File: config.mk
export PLATFORM = sky130hd
export DESIGN_NAME = acc_core
export DESIGN_NICKNAME = d
export VERILOG_FILES = /design/src/rtl/acc_core_pkg.sv /design/src/rtl/acc_fetch.sv /design/src/rtl/acc_dmem.sv /design/src/rtl/acc_alu.sv /design/src/rtl/acc_core.sv
export SDC_FILE = /design/constraint.sdc
export NUM_CORES = 1
export LEC_CHECK = 0
export ABC_CLOCK_PERIOD_IN_PS = 7800
export BUFFER_PORTS_ARGS = -buffer_cell sky130_fd_sc_hd__buf_2
export CAP_MARGIN = 40
export CELL_PAD_IN_SITES_DETAIL_PLACEMENT = 1
export CELL_PAD_IN_SITES_GLOBAL_PLACEMENT = 1
export CORE_ASPECT_RATIO = 2
export CORE_MARGIN = 10
export CORE_UTILIZATION = 50
export DETAILED_ROUTE_END_ITERATION = 7
export PLACE_DENSITY_LB_ADDON = 0.1
export SLEW_MARGIN = 20
export SYNTH_ARGS = -nofsm -noshare
export SYNTH_HDL_FRONTEND = slang
export SYNTH_SLANG_ARGS = --single-unit
File: constraint.sdc
create_clock -name clk -period 7.8 [get_ports clk]
set_input_delay 0.78 -clock clk [delete_from_list [all_inputs] [get_ports clk]]
set_output_delay 0.78 -clock clk [all_outputs]
set_load 0.01 [all_outputs]
File: src/rtl/acc_core_pkg.sv
package acc_core_pkg;

   localparam int OPC_W = 4;

   typedef enum logic [OPC_W-1:0] {
      OP_NOP = 4'd0,
      OP_LDI = 4'd1,
      OP_LDM = 4'd2,
      OP_STM = 4'd3,
      OP_ADI = 4'd4,
      OP_ADM = 4'd5,
      OP_SUB = 4'd6,
      OP_AND = 4'd7,
      OP_ADS = 4'd8,
      OP_SHS = 4'd9,
      OP_XRI = 4'd10,
      OP_JMP = 4'd11,
      OP_JZ  = 4'd12,
      OP_JN  = 4'd13,
      OP_JC  = 4'd14,
      OP_JNZ = 4'd15
   } opcode_e;

   // How the operand field is interpreted
   typedef enum logic [1:0] {
      SRC_NONE,
      SRC_MEM,
      SRC_ZIMM,
      SRC_SIMM
   } opsrc_e;

   typedef enum logic [2:0] {
      ALU_PASS,
      ALU_ADD,
      ALU_SUB,
      ALU_AND,
      ALU_XOR,
      ALU_SHIFT
   } alu_fn_e;

   typedef enum logic [2:0] {
      CND_ALW,
      CND_Z,
      CND_N,
      CND_C,
      CND_NZ
   } cond_e;

   typedef struct packed {
      opsrc_e  src;
      alu_fn_e fn;
      logic    acc_we;
      logic    flag_we;
      logic    mem_we;
      logic    is_jump;
      cond_e   cond;
   } ctrl_t;

   function automatic ctrl_t decode(opcode_e op);
      ctrl_t c;
      c = '{src: SRC_NONE, fn: ALU_PASS, acc_we: 1'b0, flag_we: 1'b0,
            mem_we: 1'b0, is_jump: 1'b0, cond: CND_ALW};
      case (op)
         OP_LDI: begin c.src = SRC_ZIMM; c.acc_we = 1'b1; end
         OP_LDM: begin c.src = SRC_MEM;  c.acc_we = 1'b1; end
         OP_STM: begin c.mem_we = 1'b1; end
         OP_ADI: begin c.src = SRC_ZIMM; c.fn = ALU_ADD;   c.acc_we = 1'b1; c.flag_we = 1'b1; end
         OP_ADM: begin c.src = SRC_MEM;  c.fn = ALU_ADD;   c.acc_we = 1'b1; c.flag_we = 1'b1; end
         OP_SUB: begin c.src = SRC_MEM;  c.fn = ALU_SUB;   c.acc_we = 1'b1; c.flag_we = 1'b1; end
         OP_AND: begin c.src = SRC_MEM;  c.fn = ALU_AND;   c.acc_we = 1'b1; c.flag_we = 1'b1; end
         OP_ADS: begin c.src = SRC_SIMM; c.fn = ALU_ADD;   c.acc_we = 1'b1; c.flag_we = 1'b1; end
         OP_SHS: begin c.src = SRC_NONE; c.fn = ALU_SHIFT; c.acc_we = 1'b1; c.flag_we = 1'b1; end
         OP_XRI: begin c.src = SRC_ZIMM; c.fn = ALU_XOR;   c.acc_we = 1'b1; c.flag_we = 1'b1; end
         OP_JMP: begin c.is_jump = 1'b1; c.cond = CND_ALW; end
         OP_JZ:  begin c.is_jump = 1'b1; c.cond = CND_Z;   end
         OP_JN:  begin c.is_jump = 1'b1; c.cond = CND_N;   end
         OP_JC:  begin c.is_jump = 1'b1; c.cond = CND_C;   end
         OP_JNZ: begin c.is_jump = 1'b1; c.cond = CND_NZ;  end
         default: ;
      endcase
      return c;
   endfunction

endpackage

File: src/rtl/acc_fetch.sv
module acc_fetch #(
   parameter int PROG_DEPTH = 32,
   parameter int INSTR_W    = 12,
   localparam int PC_W      = $clog2(PROG_DEPTH)
) (
   input  logic               clk,
   input  logic               rst_n,
   input  logic               ld_en,
   input  logic [PC_W-1:0]    ld_addr,
   input  logic [INSTR_W-1:0] ld_data,
   input  logic               redirect,
   input  logic [PC_W-1:0]    redirect_pc,
   output logic [PC_W-1:0]    pc_o,
   output logic [INSTR_W-1:0] ir_o,
   output logic               ir_valid_o
);

   logic [INSTR_W-1:0] prog_mem [PROG_DEPTH];
   logic [PC_W-1:0]    pc_q;
   logic [INSTR_W-1:0] ir_q;
   logic               valid_q;

   always_ff @(posedge clk) begin
      if (ld_en) prog_mem[ld_addr] <= ld_data;
   end

   // Fetch register: the only boundary between the two stages
   always_ff @(posedge clk or negedge rst_n) begin
      if (!rst_n) begin
         pc_q    <= '0;
         ir_q    <= '0;
         valid_q <= 1'b0;
      end else if (ld_en) begin
         pc_q    <= '0;
         ir_q    <= '0;
         valid_q <= 1'b0;
      end else if (redirect) begin
         pc_q    <= redirect_pc;
         valid_q <= 1'b0;
      end else begin
         pc_q    <= pc_q + 1'b1;
         ir_q    <= prog_mem[pc_q];
         valid_q <= 1'b1;
      end
   end

   assign pc_o       = pc_q;
   assign ir_o       = ir_q;
   assign ir_valid_o = valid_q;

endmodule

File: src/rtl/acc_dmem.sv
module acc_dmem #(
   parameter int DATA_W     = 8,
   parameter int DMEM_DEPTH = 16,
   localparam int AW        = $clog2(DMEM_DEPTH)
) (
   input  logic              clk,
   input  logic              we,
   input  logic [AW-1:0]     addr,
   input  logic [DATA_W-1:0] wdata,
   output logic [DATA_W-1:0] rdata
);

   logic [DATA_W-1:0] cells [DMEM_DEPTH];

   always_ff @(posedge clk) begin
      if (we) cells[addr] <= wdata;
   end

   assign rdata = cells[addr];

endmodule

File: src/rtl/acc_alu.sv
module acc_alu
   import acc_core_pkg::*;
#(
   parameter int DATA_W = 8,
   parameter int SIMM_W = 5,
   localparam int ST    = $clog2(DATA_W)
) (
   input  alu_fn_e           fn,
   input  logic [DATA_W-1:0] a,
   input  logic [DATA_W-1:0] b,
   input  logic [SIMM_W-1:0] shamt,
   output logic [DATA_W-1:0] res,
   output logic              carry
);

   // Adder shared by add and subtract
   logic [DATA_W:0]   sum;
   logic [DATA_W-1:0] b_eff;
   logic              cin;

   always_comb begin
      b_eff = (fn == ALU_SUB) ? ~b : b;
      cin   = (fn == ALU_SUB);
      sum   = {1'b0, a} + {1'b0, b_eff} + {{DATA_W{1'b0}}, cin};
   end

   // Bidirectional barrel shifter: reverse, shift left, reverse
   logic              neg;
   logic [SIMM_W-1:0] mag;
   logic              too_far;
   logic [DATA_W-1:0] a_rev;
   logic [DATA_W-1:0] stg [ST+1];
   logic [DATA_W-1:0] sh_fwd;
   logic [DATA_W-1:0] sh_rev;
   logic [DATA_W-1:0] sh_out;

   assign neg     = shamt[SIMM_W-1];
   assign mag     = neg ? (~shamt + 1'b1) : shamt;
   assign too_far = |mag[SIMM_W-1:ST];

   for (genvar r = 0; r < DATA_W; r++) begin : g_rev
      assign a_rev[r]  = a[DATA_W-1-r];
      assign sh_rev[r] = sh_fwd[DATA_W-1-r];
   end

   assign stg[0] = neg ? a_rev : a;

   for (genvar s = 0; s < ST; s++) begin : g_stage
      assign stg[s+1] = mag[s] ? (stg[s] << (2**s)) : stg[s];
   end

   assign sh_fwd = too_far ? '0 : stg[ST];
   assign sh_out = neg ? sh_rev : sh_fwd;

   always_comb begin
      res   = b;
      carry = 1'b0;
      case (fn)
         ALU_ADD, ALU_SUB: begin res = sum[DATA_W-1:0]; carry = sum[DATA_W]; end
         ALU_AND:   res = a & b;
         ALU_XOR:   res = a ^ b;
         ALU_SHIFT: res = sh_out;
         default:   res = b;
      endcase
   end

endmodule

File: src/rtl/acc_core.sv
module acc_core
   import acc_core_pkg::*;
#(
   parameter int DATA_W     = 8,
   parameter int DMEM_DEPTH = 16,
   parameter int PROG_DEPTH = 32,
   parameter int SIMM_W     = 5,
   localparam int PC_W      = $clog2(PROG_DEPTH),
   localparam int AW        = $clog2(DMEM_DEPTH),
   localparam int INSTR_W   = OPC_W + DATA_W
) (
   input  logic               clk,
   input  logic               rst_n,
   input  logic               ld_en,
   input  logic [PC_W-1:0]    ld_addr,
   input  logic [INSTR_W-1:0] ld_data,
   output logic [DATA_W-1:0]  acc_o,
   output logic [PC_W-1:0]    pc_o,
   output logic [2:0]         flags_o
);

   // Elaboration-time parameter checks
   if (DATA_W < PC_W) begin : g_err_pc
      $error("DATA_W must hold a jump target");
   end
   if (DATA_W < AW) begin : g_err_aw
      $error("DATA_W must hold a data address");
   end
   if (SIMM_W <= $clog2(DATA_W) || SIMM_W > DATA_W) begin : g_err_simm
      $error("SIMM_W out of range");
   end
   if ((1 << PC_W) != PROG_DEPTH) begin : g_err_prog
      $error("PROG_DEPTH must be a power of two");
   end
   if ((1 << AW) != DMEM_DEPTH) begin : g_err_dmem
      $error("DMEM_DEPTH must be a power of two");
   end

   logic [INSTR_W-1:0] ir;
   logic               ir_valid;
   opcode_e            op;
   logic [DATA_W-1:0]  fld;
   ctrl_t              ctrl;
   logic [DATA_W-1:0]  operand;
   logic [DATA_W-1:0]  mem_rd;
   logic [DATA_W-1:0]  alu_res;
   logic               alu_c;
   logic               take;
   logic [PC_W-1:0]    tgt;
   logic [DATA_W-1:0]  acc_q;
   logic               fz_q, fn_q, fc_q;

   acc_fetch #(
      .PROG_DEPTH (PROG_DEPTH),
      .INSTR_W    (INSTR_W)
   ) u_fetch (
      .clk         (clk),
      .rst_n       (rst_n),
      .ld_en       (ld_en),
      .ld_addr     (ld_addr),
      .ld_data     (ld_data),
      .redirect    (take),
      .redirect_pc (tgt),
      .pc_o        (pc_o),
      .ir_o        (ir),
      .ir_valid_o  (ir_valid)
   );

   // Execute: decode straight off the fetch register
   assign op   = opcode_e'(ir[INSTR_W-1 -: OPC_W]);
   assign fld  = ir[DATA_W-1:0];
   assign ctrl = (ir_valid && !ld_en) ? decode(op) : decode(OP_NOP);
   assign tgt  = fld[PC_W-1:0];

   acc_dmem #(
      .DATA_W     (DATA_W),
      .DMEM_DEPTH (DMEM_DEPTH)
   ) u_dmem (
      .clk   (clk),
      .we    (ctrl.mem_we),
      .addr  (fld[AW-1:0]),
      .wdata (acc_q),
      .rdata (mem_rd)
   );

   always_comb begin
      case (ctrl.src)
         SRC_MEM:  operand = mem_rd;
         SRC_ZIMM: operand = fld;
         SRC_SIMM: operand = {{(DATA_W-SIMM_W){fld[SIMM_W-1]}}, fld[SIMM_W-1:0]};
         default:  operand = '0;
      endcase
   end

   acc_alu #(
      .DATA_W (DATA_W),
      .SIMM_W (SIMM_W)
   ) u_alu (
      .fn    (ctrl.fn),
      .a     (acc_q),
      .b     (operand),
      .shamt (fld[SIMM_W-1:0]),
      .res   (alu_res),
      .carry (alu_c)
   );

   always_comb begin
      take = 1'b0;
      if (ctrl.is_jump) begin
         case (ctrl.cond)
            CND_ALW: take = 1'b1;
            CND_Z:   take = fz_q;
            CND_N:   take = fn_q;
            CND_C:   take = fc_q;
            CND_NZ:  take = !fz_q;
            default: take = 1'b0;
         endcase
      end
   end

   always_ff @(posedge clk or negedge rst_n) begin
      if (!rst_n) begin
         acc_q <= '0;
         fz_q  <= 1'b0;
         fn_q  <= 1'b0;
         fc_q  <= 1'b0;
      end else if (ld_en) begin
         acc_q <= '0;
         fz_q  <= 1'b0;
         fn_q  <= 1'b0;
         fc_q  <= 1'b0;
      end else begin
         if (ctrl.acc_we) acc_q <= alu_res;
         if (ctrl.flag_we) begin
            fz_q <= (alu_res == '0);
            fn_q <= alu_res[DATA_W-1];
            fc_q <= alu_c;
         end
      end
   end

   assign acc_o   = acc_q;
   assign flags_o = {fc_q, fn_q, fz_q};

endmodule

==> out/results.txt, run 1 <==
RePlAce Congestion -> 0.851
die width -> 170 um
maxcap violations -> 0
final setup fails -> 0
Root Driver -> clkbuf_16
Post-Route Skew -> 0.0194 ns
vias per std cell -> 6.13
Final TNS setup -> 0 ns
CTS Hold Bufs -> 0
f_max -> 177 MHz
Area Overhead vs Synth -> 12.8%
CTS Buffer Depth -> 3
Post-synth EDFFs -> 512
Hold Path Class -> in2async
Pleak -> 8.23 nW
initial antenna violation count -> 1
Internal -> 0.00474 W
IO Count -> 36
metal1 wirelength -> 18800 um
status -> finished, final reports clean
initial core utilization -> 50.2%
fraction of registers with async set/reset -> 5.36%
Min Hold Slack -> 0.260 ns
post-CTS setup buffers -> 0
worst-path cell chain -> buf_4, mux4_2, mux4_2, nor2b_1, a21oi_1, xor2_1, ha_1, a21oi_1, inv_1, a21oi_1, o41a_1, a21oi_1, a2111oi_0, o21ai_0, o21a_1, o41ai_2
Sw Share -> 23.6%
commonest non-fill, non-tap cell in the layout -> edfxtp_1
Tmin final -> 5.65 ns
met2 wire len -> 32200 um
Worst EP arrival -> 6.13 ns
Seq cells post-synth -> 541
most frequent cells in the layout -> 512 x edfxtp_1, 157 x mux4_2, 46 x nand2_1, 46 x clkbuf_16, 42 x buf_4
Post-CTS Resized -> 0
antenna-violating nets left -> 0
Slew @ Worst Pin -> 0.851 ns
critical path required time -> 8.28 ns
DRC Markers -> 0
RSZ-0062 raised after global routing -> no
Core Region -> 44900 um^2
clock latency on the worst-skew pair -> 0.58 ns
slew margin rel. -> 42.8%
period utilization -> 72.5%
met3 wire length -> 1440 um
ant diodes -> 0
Buf/Inv on CP -> 2
Hold Fails Final Rpt -> 0
Die Height -> 320 um
post-synth cell types -> 71
num rows -> 110
Routed WL -> 54400 um
post-synthesis cell count -> 1158
DR iter-0 viols -> 632
post-synth net total -> 1199
clock slew at reported path FFs -> 0.07 ns
fraction of layout cells with a size suffix above 1 -> 30.3%
part of the power in combinational logic -> 10.7%
CTS sink cnt -> 541
PD cells -> 244 nW/um^2
slowest CP cell -> dfrtp_2
Worst path top cell family by delay -> compound AO/OA/AOI/OAI gates
vias in the first global route -> 12700
predominant post-synthesis flop cell -> edfxtp_1
largest net degree at the start of global routing -> 47
Worst setup SP type -> flop
Max Used Layer -> met4
global route total overflow -> 0
cell seen most often among critical-path stages -> a21oi_1
WL/cell -> 29.4 um
synthesized cell area -> 22500 um^2
peak supply drop -> 0.255 mV
Clock H-tree levels -> 2
CTS tree -> done
Crit. End Element -> flop
first-pass GRT wire length -> 82100 um
Total GRT Usage -> 20.4%
sw power -> 0.00147 W
drt pass-1 iters -> 5
DP HPWL -> 38000 um
Via Count -> 11300
die area -> 54500 um^2
Clk pwr share -> 36.1%
CTS Buf Count -> 46
Syn. warnings -> 0
post-synthesis sequential area ratio -> 71.5%
CP Max Fanout -> 29
Syn Area/Cell -> 19.5 um^2
Flop pwr share -> 53.3%
Layout Nets -> 1294
max incr delay on CP -> 0.88 ns
Buffers on Ports -> 35
WS Path Type -> reg2reg
Max Slew Vio Count -> 0
[synth_stat cells (3+ instances only)]
master / number / area (um^2)
nand3b_1: 6 / 45.0
o21a_1: 3 / 22.5
nor2b_1: 9 / 56.3
nand3_1: 13 / 65.1
o21ai_0: 36 / 180
buf_1: 15 / 56.3
a21oi_1: 19 / 95.1
nor3_1: 13 / 65.1
nand2b_1: 10 / 62.6
a21o_1: 8 / 60.1
xor2_1: 7 / 61.3
or4_1: 3 / 22.5
o31ai_1: 3 / 22.5
nand2_1: 46 / 173
or3b_2: 6 / 52.6
mux4_2: 157 / 3540
ha_1: 20 / 250
dfrtp_1: 29 / 726
xnor2_1: 8 / 70.1
buf_4: 3 / 22.5
inv_1: 12 / 45.0
a211oi_1: 4 / 30.0
o22ai_1: 4 / 25.0
clkbuf_1: 34 / 128
and2_1: 7 / 43.8
mux2_2: 5 / 56.3
a221oi_1: 4 / 35.0
buf_2: 12 / 60.1
buf_6: 3 / 33.8
mux2i_1: 31 / 310
nor2_1: 62 / 233
edfxtp_1: 512 / 15400
or3_1: 4 / 25.0
o211ai_1: 3 / 22.5
[power groups by stage]
stage          logic (W)  registers (W)  clock network [W]
2_1_floorplan   0.000415        0.00336                  0
3_3_place_gp    0.000588        0.00341                  0
3_5_place_dp    0.000650        0.00339                  0
4_1_cts         0.000652        0.00332            0.00229
5_1_grt         0.000717        0.00331            0.00239
6_report        0.000662        0.00331            0.00224
[worst paths after layout]
path | cells past startpoint | endpoint | startpoint | slack [ns]
setup reg to reg | 16 | fz_q | u_fetch.ir_o[0] | 2.15
min in group clk | 2 | u_fetch.ir_o[6] | u_fetch.ir_o[6] | 0.53
max in group asynchronous | 1 | u_fetch.pc_o[1] | rst_n | 6.95
setup / recovery | 16 | fz_q | u_fetch.ir_o[0] | 2.15
hold reg to reg | 2 | u_fetch.ir_o[6] | u_fetch.ir_o[6] | 0.53
hold / removal | 1 | fn_q | rst_n | 0.26
[state kept, by name (all words and copies together), names as in the netlist]
signal,count
acc_o,8
fc_q,1
fn_q,1
fz_q,1
u_dmem.cells,128
u_fetch.ir_o,12
u_fetch.ir_valid_o,1
u_fetch.pc_o,5
u_fetch.prog_mem,384
[through the flow]
stage / util (%) / total power, W / cell area, um^2 / std cells / setup slack [ns]
2_1_floorplan: - / 0.00377 / 22500 / 1158 / 3.16
4_1_cts: 56.5 / 0.00627 / 25400 / 1845 / 2.11
3_3_place_gp: 52.1 / 0.00400 / 23400 / 1712 / 2.24
6_report: 56.6 / 0.00621 / 25400 / 1850 / 2.15
3_5_place_dp: 53.3 / 0.00404 / 23900 / 1760 / 2.10
5_1_grt: 56.6 / 0.00642 / 25400 / 1850 / 1.81
[final cells by class]
type / instances / area (um^2)
Clock buffer: 59 / 1250
Tap cell: 560 / 701
Fill cell: 3915 / 19500
Sequential cell: 541 / 16100
Timing Repair Buffer: 114 / 938
Clock inverter: 26 / 215
Inverter: 12 / 45.0
Multi-Input combinational cell: 538 / 6160
[cell families after synthesis]
family	count (synthesis)	share of synthesized area, %
simple gates	197	4.48
compound gates	112	3.40
flops	541	71.5
mux	193	17.3
fa+ha+maj	21	1.20
buf+inv	79	1.53
xor+xnor	15	0.583
[layer usage]
| metal | up-vias | GRT usage (%) |
|---|---|---|
| li1 | 4955 | - |
| met1 | 6068 | 21.3 |
| met5 | - | 0 |
| met2 | 217 | 40.3 |
| met3 | 94 | 2.14 |
| met4 | 0 | 7.60 |
[worst reg2reg max path: stages (launching register included)]
cell and delay (ns):
dfrtp_2 0.88, buf_4 0.52, mux4_2 0.57, mux4_2 0.52, nor2b_1 0.16, a21oi_1 0.24, xor2_1 0.22, ha_1 0.32
a21oi_1 0.32, inv_1 0.07, a21oi_1 0.15, o41a_1 0.17, a21oi_1 0.07, a2111oi_0 0.72, o21ai_0 0.24, o21a_1 0.18
o41ai_2 0.20
(Power assumes the default switching activity.)
==> run 2: changes to the inputs <==
ABC_CLOCK_PERIOD_IN_PS = 5100   (was 7800)
clock period = 5.1 ns   (was 7.8 ns; I/O delays follow)
==> out/results.txt, run 2 (synthesis gave the netlist of run 1 again) <==
status -> finished, final reports clean
Final TNS setup -> 0 ns (unchanged)
CTS Buffer Depth -> 3 (unchanged)
worst-case reg-to-reg path depth -> 14 (-2)
total power -> 0.00964 W (+55%)
critical path required time -> 5.57 ns (-2.71 ns)
Clock H-tree levels -> 2 (unchanged)
fraction of layout cells with a size suffix above 1 -> 30.6% (+0.28 points)
Area Overhead vs Synth -> 13.3%
first-pass GRT wire length -> 82400 um (+0.42%)
R2R setup slack -> 0.39 ns (-1.76 ns)
Clk pwr share -> 36.9% (+0.8 points)
WL/cell -> 29.6 um (+0.56%)
ant diodes -> 0 (unchanged)
max incr delay on CP -> 0.60 ns (-0.28 ns)
RSZ-0062 raised after global routing -> no
Worst path top cell family by delay -> compound AO/OA/AOI/OAI gates
PD cells -> 377 nW/um^2 (+54%)
RePlAce Congestion -> 0.874 (+2.7%)
die area -> 54500 um^2 (unchanged)
Biggest register -> u_fetch.prog_mem
Via Count -> 11300 (+0.026%)
Hold Path Class -> in2reg
DR iter-0 viols -> 637 (+0.79%)
WP depth -> 14 (-2)
Pleak -> 8.29 nW (+0.77%)
Buf/Inv on CP -> 2 (unchanged)
post-CTS setup buffers -> 0 (unchanged)
IO Count -> 36 (unchanged)
vias in the first global route -> 12500 (-1.3%)
most frequent cells in the layout -> 512 x edfxtp_1, 157 x mux4_2, 60 x buf_4
drt pass-1 iters -> 4 (-1)
worst-path cell chain -> buf_4, mux4_2, mux4_2, inv_1, o21ai_0, xnor2_1, ha_1, nand3_1, o41a_1, and2_1, a2111oi_0, o21ai_0, o21a_1, o41ai_2
Slew @ Worst Pin -> 0.823 ns (-0.0280 ns)
DP HPWL -> 38700 um (+1.7%)
Crit. End Element -> flop
Layout Nets -> 1304 (+0.77%)
part of the power in combinational logic -> 10.6% (about the same)
slowest CP cell -> dfrtp_4
CP Max Fanout -> 15 (-48%)
f_max -> 212 MHz (+20%)
sw power -> 0.00225 W (+53%)
CTS Buf Count -> 47 (+2.2%)
global route total overflow -> 0 (unchanged)
antenna-violating nets left -> 0 (unchanged)
Max Slew Vio Count -> 0 (unchanged)
Hold Fails Final Rpt -> 0 (unchanged)
Tmin final -> 4.71 ns (-0.942 ns)
WS Path Type -> reg2reg
commonest non-fill, non-tap cell in the layout -> edfxtp_1
CTS sink cnt -> 541 (unchanged)
CTS tree -> done
Post-Place Worst Slack -> 0.221 ns (-1.88 ns)
num rows -> 110 (unchanged)
final setup fails -> 0 (unchanged)
initial antenna violation count -> 0 (-1)
hold path cells -> 1
slew margin rel. -> 43.5% (+0.78 points)
clock latency on the worst-skew pair -> 0.58 ns (about the same)
largest net degree at the start of global routing -> 52 (+11%)
Internal -> 0.00739 W (+56%)
Buffers on Ports -> 35 (unchanged)
Die Height -> 320 um (unchanged)
Largest register FFs -> 384 (unchanged)
die width -> 170 um (unchanged)
Worst EP arrival -> 5.18 ns (-0.95 ns)
Setup WS post-layout -> 0.387 ns (-1.76 ns)
maxcap violations -> 0 (unchanged)
Sw Share -> 23.3% (-0.30 points)
Core Region -> 44900 um^2 (unchanged)
peak supply drop -> 0.378 mV (+48%)
vias per std cell -> 6.09 (-0.56%)
Root Driver -> clkbuf_16
Routed WL -> 55100 um (+1.2%)
Total GRT Usage -> 20.6% (+0.14 points)
DRC Markers -> 0 (unchanged)
clock slew at reported path FFs -> 0.07 ns (about the same)
Post-Route Skew -> 0.0207 ns (+0.00131 ns)
period utilization -> 92.4% (+20 points)
initial core utilization -> 50.2% (unchanged)
Worst setup SP type -> flop
Flop pwr share -> 52.5% (-0.8 points)
-- run 2: worst paths after layout --
check	startpoint	endpoint
worst max-delay path	u_fetch.ir_o[0]	fz_q
worst min-delay path	ld_data[6]	u_fetch.prog_mem[8][6]
worst max register to register	u_fetch.ir_o[0]	fz_q
worst min register to register	u_fetch.ir_o[5]	u_fetch.ir_o[5]
max in group asynchronous	rst_n	u_fetch.ir_o[0]
min in group asynchronous	rst_n	fc_q
-- run 2: final cells by class --
cell class | count | area, um^2
Fill cell | 3907 | 19300
Inverter | 12 | 45.0
Clock buffer | 60 | 1310
Clock inverter | 27 | 234
Tap cell | 560 | 701
Sequential cell | 541 | 16100
Timing Repair Buffer | 123 | 987
Multi-Input combinational cell | 538 | 6140
-- run 2: what timing repair did --
action                                  in CTS  in global routing
gates resized for setup                      0                  1
hold buffers                                 1                  0
endpoints found under the setup margin       0                  2
endpoints found under the hold margin       29                  0
-- run 2: per-stage QoR --
stage          utilization (%)  hold slack (ns)  cells  instance area, um^2
2_1_floorplan                -            0.214   1158                22500
3_3_place_gp              52.5            0.471   1733                23600
3_5_place_dp              53.3            0.480   1767                23900
4_1_cts                   56.7            0.375   1855                25500
5_1_grt                   56.9            0.440   1861                25500
6_report                  56.9            0.413   1861                25500
-- run 2: layer usage --
metal  global-route usage (%)  wire length [um]  vias to the layer above  share of wire [%]
met1                     21.3             18900                     6081                 34
met2                     40.8             33000                      198                 60
li1                         -                 -                     4966                  -
met3                     2.29              1380                       92                2.5
met4                     7.34              1810                        0                3.3
met5                        0                 0                        -                  0
-- run 2: power groups by stage --
stage | Clock [W] | Combinational [W] | Sequential, W
final | 0.00355 | 0.00102 | 0.00506
after global routing | 0.00381 | 0.00111 | 0.00507
after CTS | 0.00365 | 0.00101 | 0.00508
after detailed placement | 0 | 0.00101 | 0.00518
after global placement | 0 | 0.000958 | 0.00519
after floorplan | 0 | 0.000635 | 0.00514
==> run 3: changes to the inputs <==
REMOVE_ABC_BUFFERS = 1   (was unset)
==> out/results.txt, run 3 (synthesis gave the netlist of run 1 again) <==
first-pass GRT wire length -> 83600 um (+1.4%)
Pleak -> 8.28 nW (-0.10%)
PD cells -> 377 nW/um^2 (-0.25%)
clock slew at reported path FFs -> 0.06 ns (about the same)
DR iter-0 viols -> 685 (+7.5%)
Crit. End Element -> flop
Buf/Inv on CP -> 1 (-1)
CTS Buffer Depth -> 3 (unchanged)
Core Region -> 44900 um^2 (unchanged)
CP Launch Point -> u_fetch.ir_o[0]
drt pass-1 iters -> 4 (unchanged)
Internal -> 0.00735 W (-0.56%)
part of the power in combinational logic -> 10.8% (+0.2 points)
Die Height -> 320 um (unchanged)
status -> finished, final reports clean
post-CTS setup buffers -> 0 (unchanged)
Largest register FFs -> 384 (unchanged)
Final TNS setup -> 0 ns (unchanged)
clock latency on the worst-skew pair -> 0.58 ns (about the same)
num rows -> 110 (unchanged)
CTS tree -> done
DP HPWL -> 39200 um (+1.2%)
global route total overflow -> 0 (unchanged)
Via Count -> 11300 (-0.43%)
Clk pwr share -> 36.6% (-0.3 points)
Hold Fails Final Rpt -> 0 (unchanged)
Biggest register -> u_fetch.prog_mem
Sw Share -> 23.7% (+0.32 points)
RePlAce Congestion -> 0.860 (-1.6%)
fraction of layout cells with a size suffix above 1 -> 30.8% (+0.22 points)
CTS Buf Count -> 46 (-2.1%)
DRC Markers -> 0 (unchanged)
sw power -> 0.00228 W (+1.2%)
die width -> 170 um (unchanged)
r2r startpoint -> u_fetch.ir_o[0]
critical path required time -> 5.57 ns (about the same)
Worst setup SP type -> flop
Area Overhead vs Synth -> 13.5%
vias in the first global route -> 12600 (+1.0%)
slowest CP cell -> dfrtp_2
max incr delay on CP -> 0.59 ns (about the same)
ant diodes -> 0 (unchanged)
WL/cell -> 29.9 um (+0.99%)
die area -> 54500 um^2 (unchanged)
peak supply drop -> 0.294 mV (-22%)
Max Slew Vio Count -> 0 (unchanged)
Flop pwr share -> 52.6% (about the same)
largest net degree at the start of global routing -> 54 (+3.8%)
vias per std cell -> 6.09 (-0.11%)
Total GRT Usage -> 20.8% (+0.25 points)
Worst EP arrival -> 5.24 ns (+0.06 ns)
initial antenna violation count -> 0 (unchanged)
total power -> 0.00962 W (-0.14%)
Worst path top cell family by delay -> compound AO/OA/AOI/OAI gates
CTS sink cnt -> 541 (unchanged)
cell seen most often among critical-path stages -> a21oi_1
CP Max Fanout -> 12 (-3)
Post-Route Skew -> 0.0240 ns (+0.00328 ns)
most frequent cells in the layout -> 512 x edfxtp_1, 157 x mux4_2, 52 x buf_4
f_max -> 209 MHz (-1.3%)
RSZ-0062 raised after global routing -> no
period utilization -> 93.6% (+1.2 points)
Slew @ Worst Pin -> 0.840 ns (+0.0165 ns)
Tmin final -> 4.77 ns (+0.0620 ns)
worst-path cell chain -> mux4_2, mux4_2, nor2b_1, a21oi_1, xor2_1, ha_1, a21oi_1, inv_1, a21oi_1, o41a_1, a21oi_1, a2111oi_1, o21ai_0, o21a_1, o41ai_2
Buffers on Ports -> 35 (unchanged)
Routed WL -> 55400 um (+0.66%)
IO Count -> 36 (unchanged)
Hold Path Class -> in2async
slew margin rel. -> 42.4% (-1.1 points)
antenna-violating nets left -> 0 (unchanged)
commonest non-fill, non-tap cell in the layout -> edfxtp_1
final setup fails -> 0 (unchanged)
Root Driver -> clkbuf_16
Clock H-tree levels -> 2 (unchanged)
Layout Nets -> 1299 (-0.38%)
initial core utilization -> 50.2% (unchanged)
maxcap violations -> 0 (unchanged)
WS Path Type -> reg2reg
[run 3: cell types whose count changed in the layout (fill, tap and decap cells not counted), sizes merged]
cell / change
buf: -2
clkbuf: -8
clkinv: +7
clkdlybuf4s15: -1
bufinv: +2
dlygate4sd3: -1
clkinvlp: -3
[run 3: worst reg2reg max path, cell delays in order (launching register included)]
cell and delay, ns:
dfrtp_2 0.59, mux4_2 0.55, mux4_2 0.56, nor2b_1 0.17, a21oi_1 0.21, xor2_1 0.19
ha_1 0.32, a21oi_1 0.31, inv_1 0.08, a21oi_1 0.23, o41a_1 0.23, a21oi_1 0.08
a2111oi_1 0.55, o21ai_0 0.22, o21a_1 0.18, o41ai_2 0.20
[run 3: cell type report]
cell class	instances	area, um^2
Tap cell	560	701
Clock inverter	33	337
Fill cell	3904	19300
Clock buffer	52	1170
Timing Repair Buffer	119	1020
Inverter	12	45.0
Multi-Input combinational cell	538	6170
Sequential cell	541	16100
[run 3: metrics by stage]
stage / worst slack (ns) / util (%) / instance area [um^2] / hold WS, ns / std cells
finish: 0.325 / 57.0 / 25600 / 0.00863 / 1855
CTS: 0.184 / 56.8 / 25500 / 0.0103 / 1851
global placement: 0.372 / 52.4 / 23500 / 0.482 / 1724
detailed placement: 0.171 / 53.5 / 24000 / 0.488 / 1766
global route: 0.0332 / 57.0 / 25600 / 0.0540 / 1855
floorplan: -0.200 / - / 22200 / 0.214 / 1091
[run 3: metal layers]
layer	vias to the layer above	GRT usage [%]	wire length (um)
li1	4952	-	-
met1	6042	22.0	19000
met2	210	41.2	33200
met3	84	2.06	1450
met4	0	6.99	1780
met5	-	0	0
[run 3: worst paths after layout]
path / end / slack [ns] / cells past startpoint
max reg2reg: fz_q / 0.33 / 15
max in group asynchronous: u_fetch.pc_o[0] / 4.54 / 1
max: fz_q / 0.33 / 15
min in group clk: u_fetch.ir_o[11] / 0.40 / 3
min reg2reg: u_fetch.ir_o[6] / 0.50 / 2
min: acc_o[4] / 0.009 / 1
[run 3: power groups by stage]
stage	clock (W)	combinational [W]	sequential, W
after global placement	0	0.000915	0.00523
after detailed placement	0	0.00104	0.00516
after CTS	0.00360	0.00105	0.00506
after global routing	0.00378	0.00112	0.00507
final	0.00353	0.00104	0.00506
after floorplan	0	0.000540	0.00524
[run 3: what timing repair did]
action / 4_1_cts / 5_1_grt
hold buffers: 0 / 0
gates resized for setup: 0 / 1
setup endpoints to repair: 0 / 2
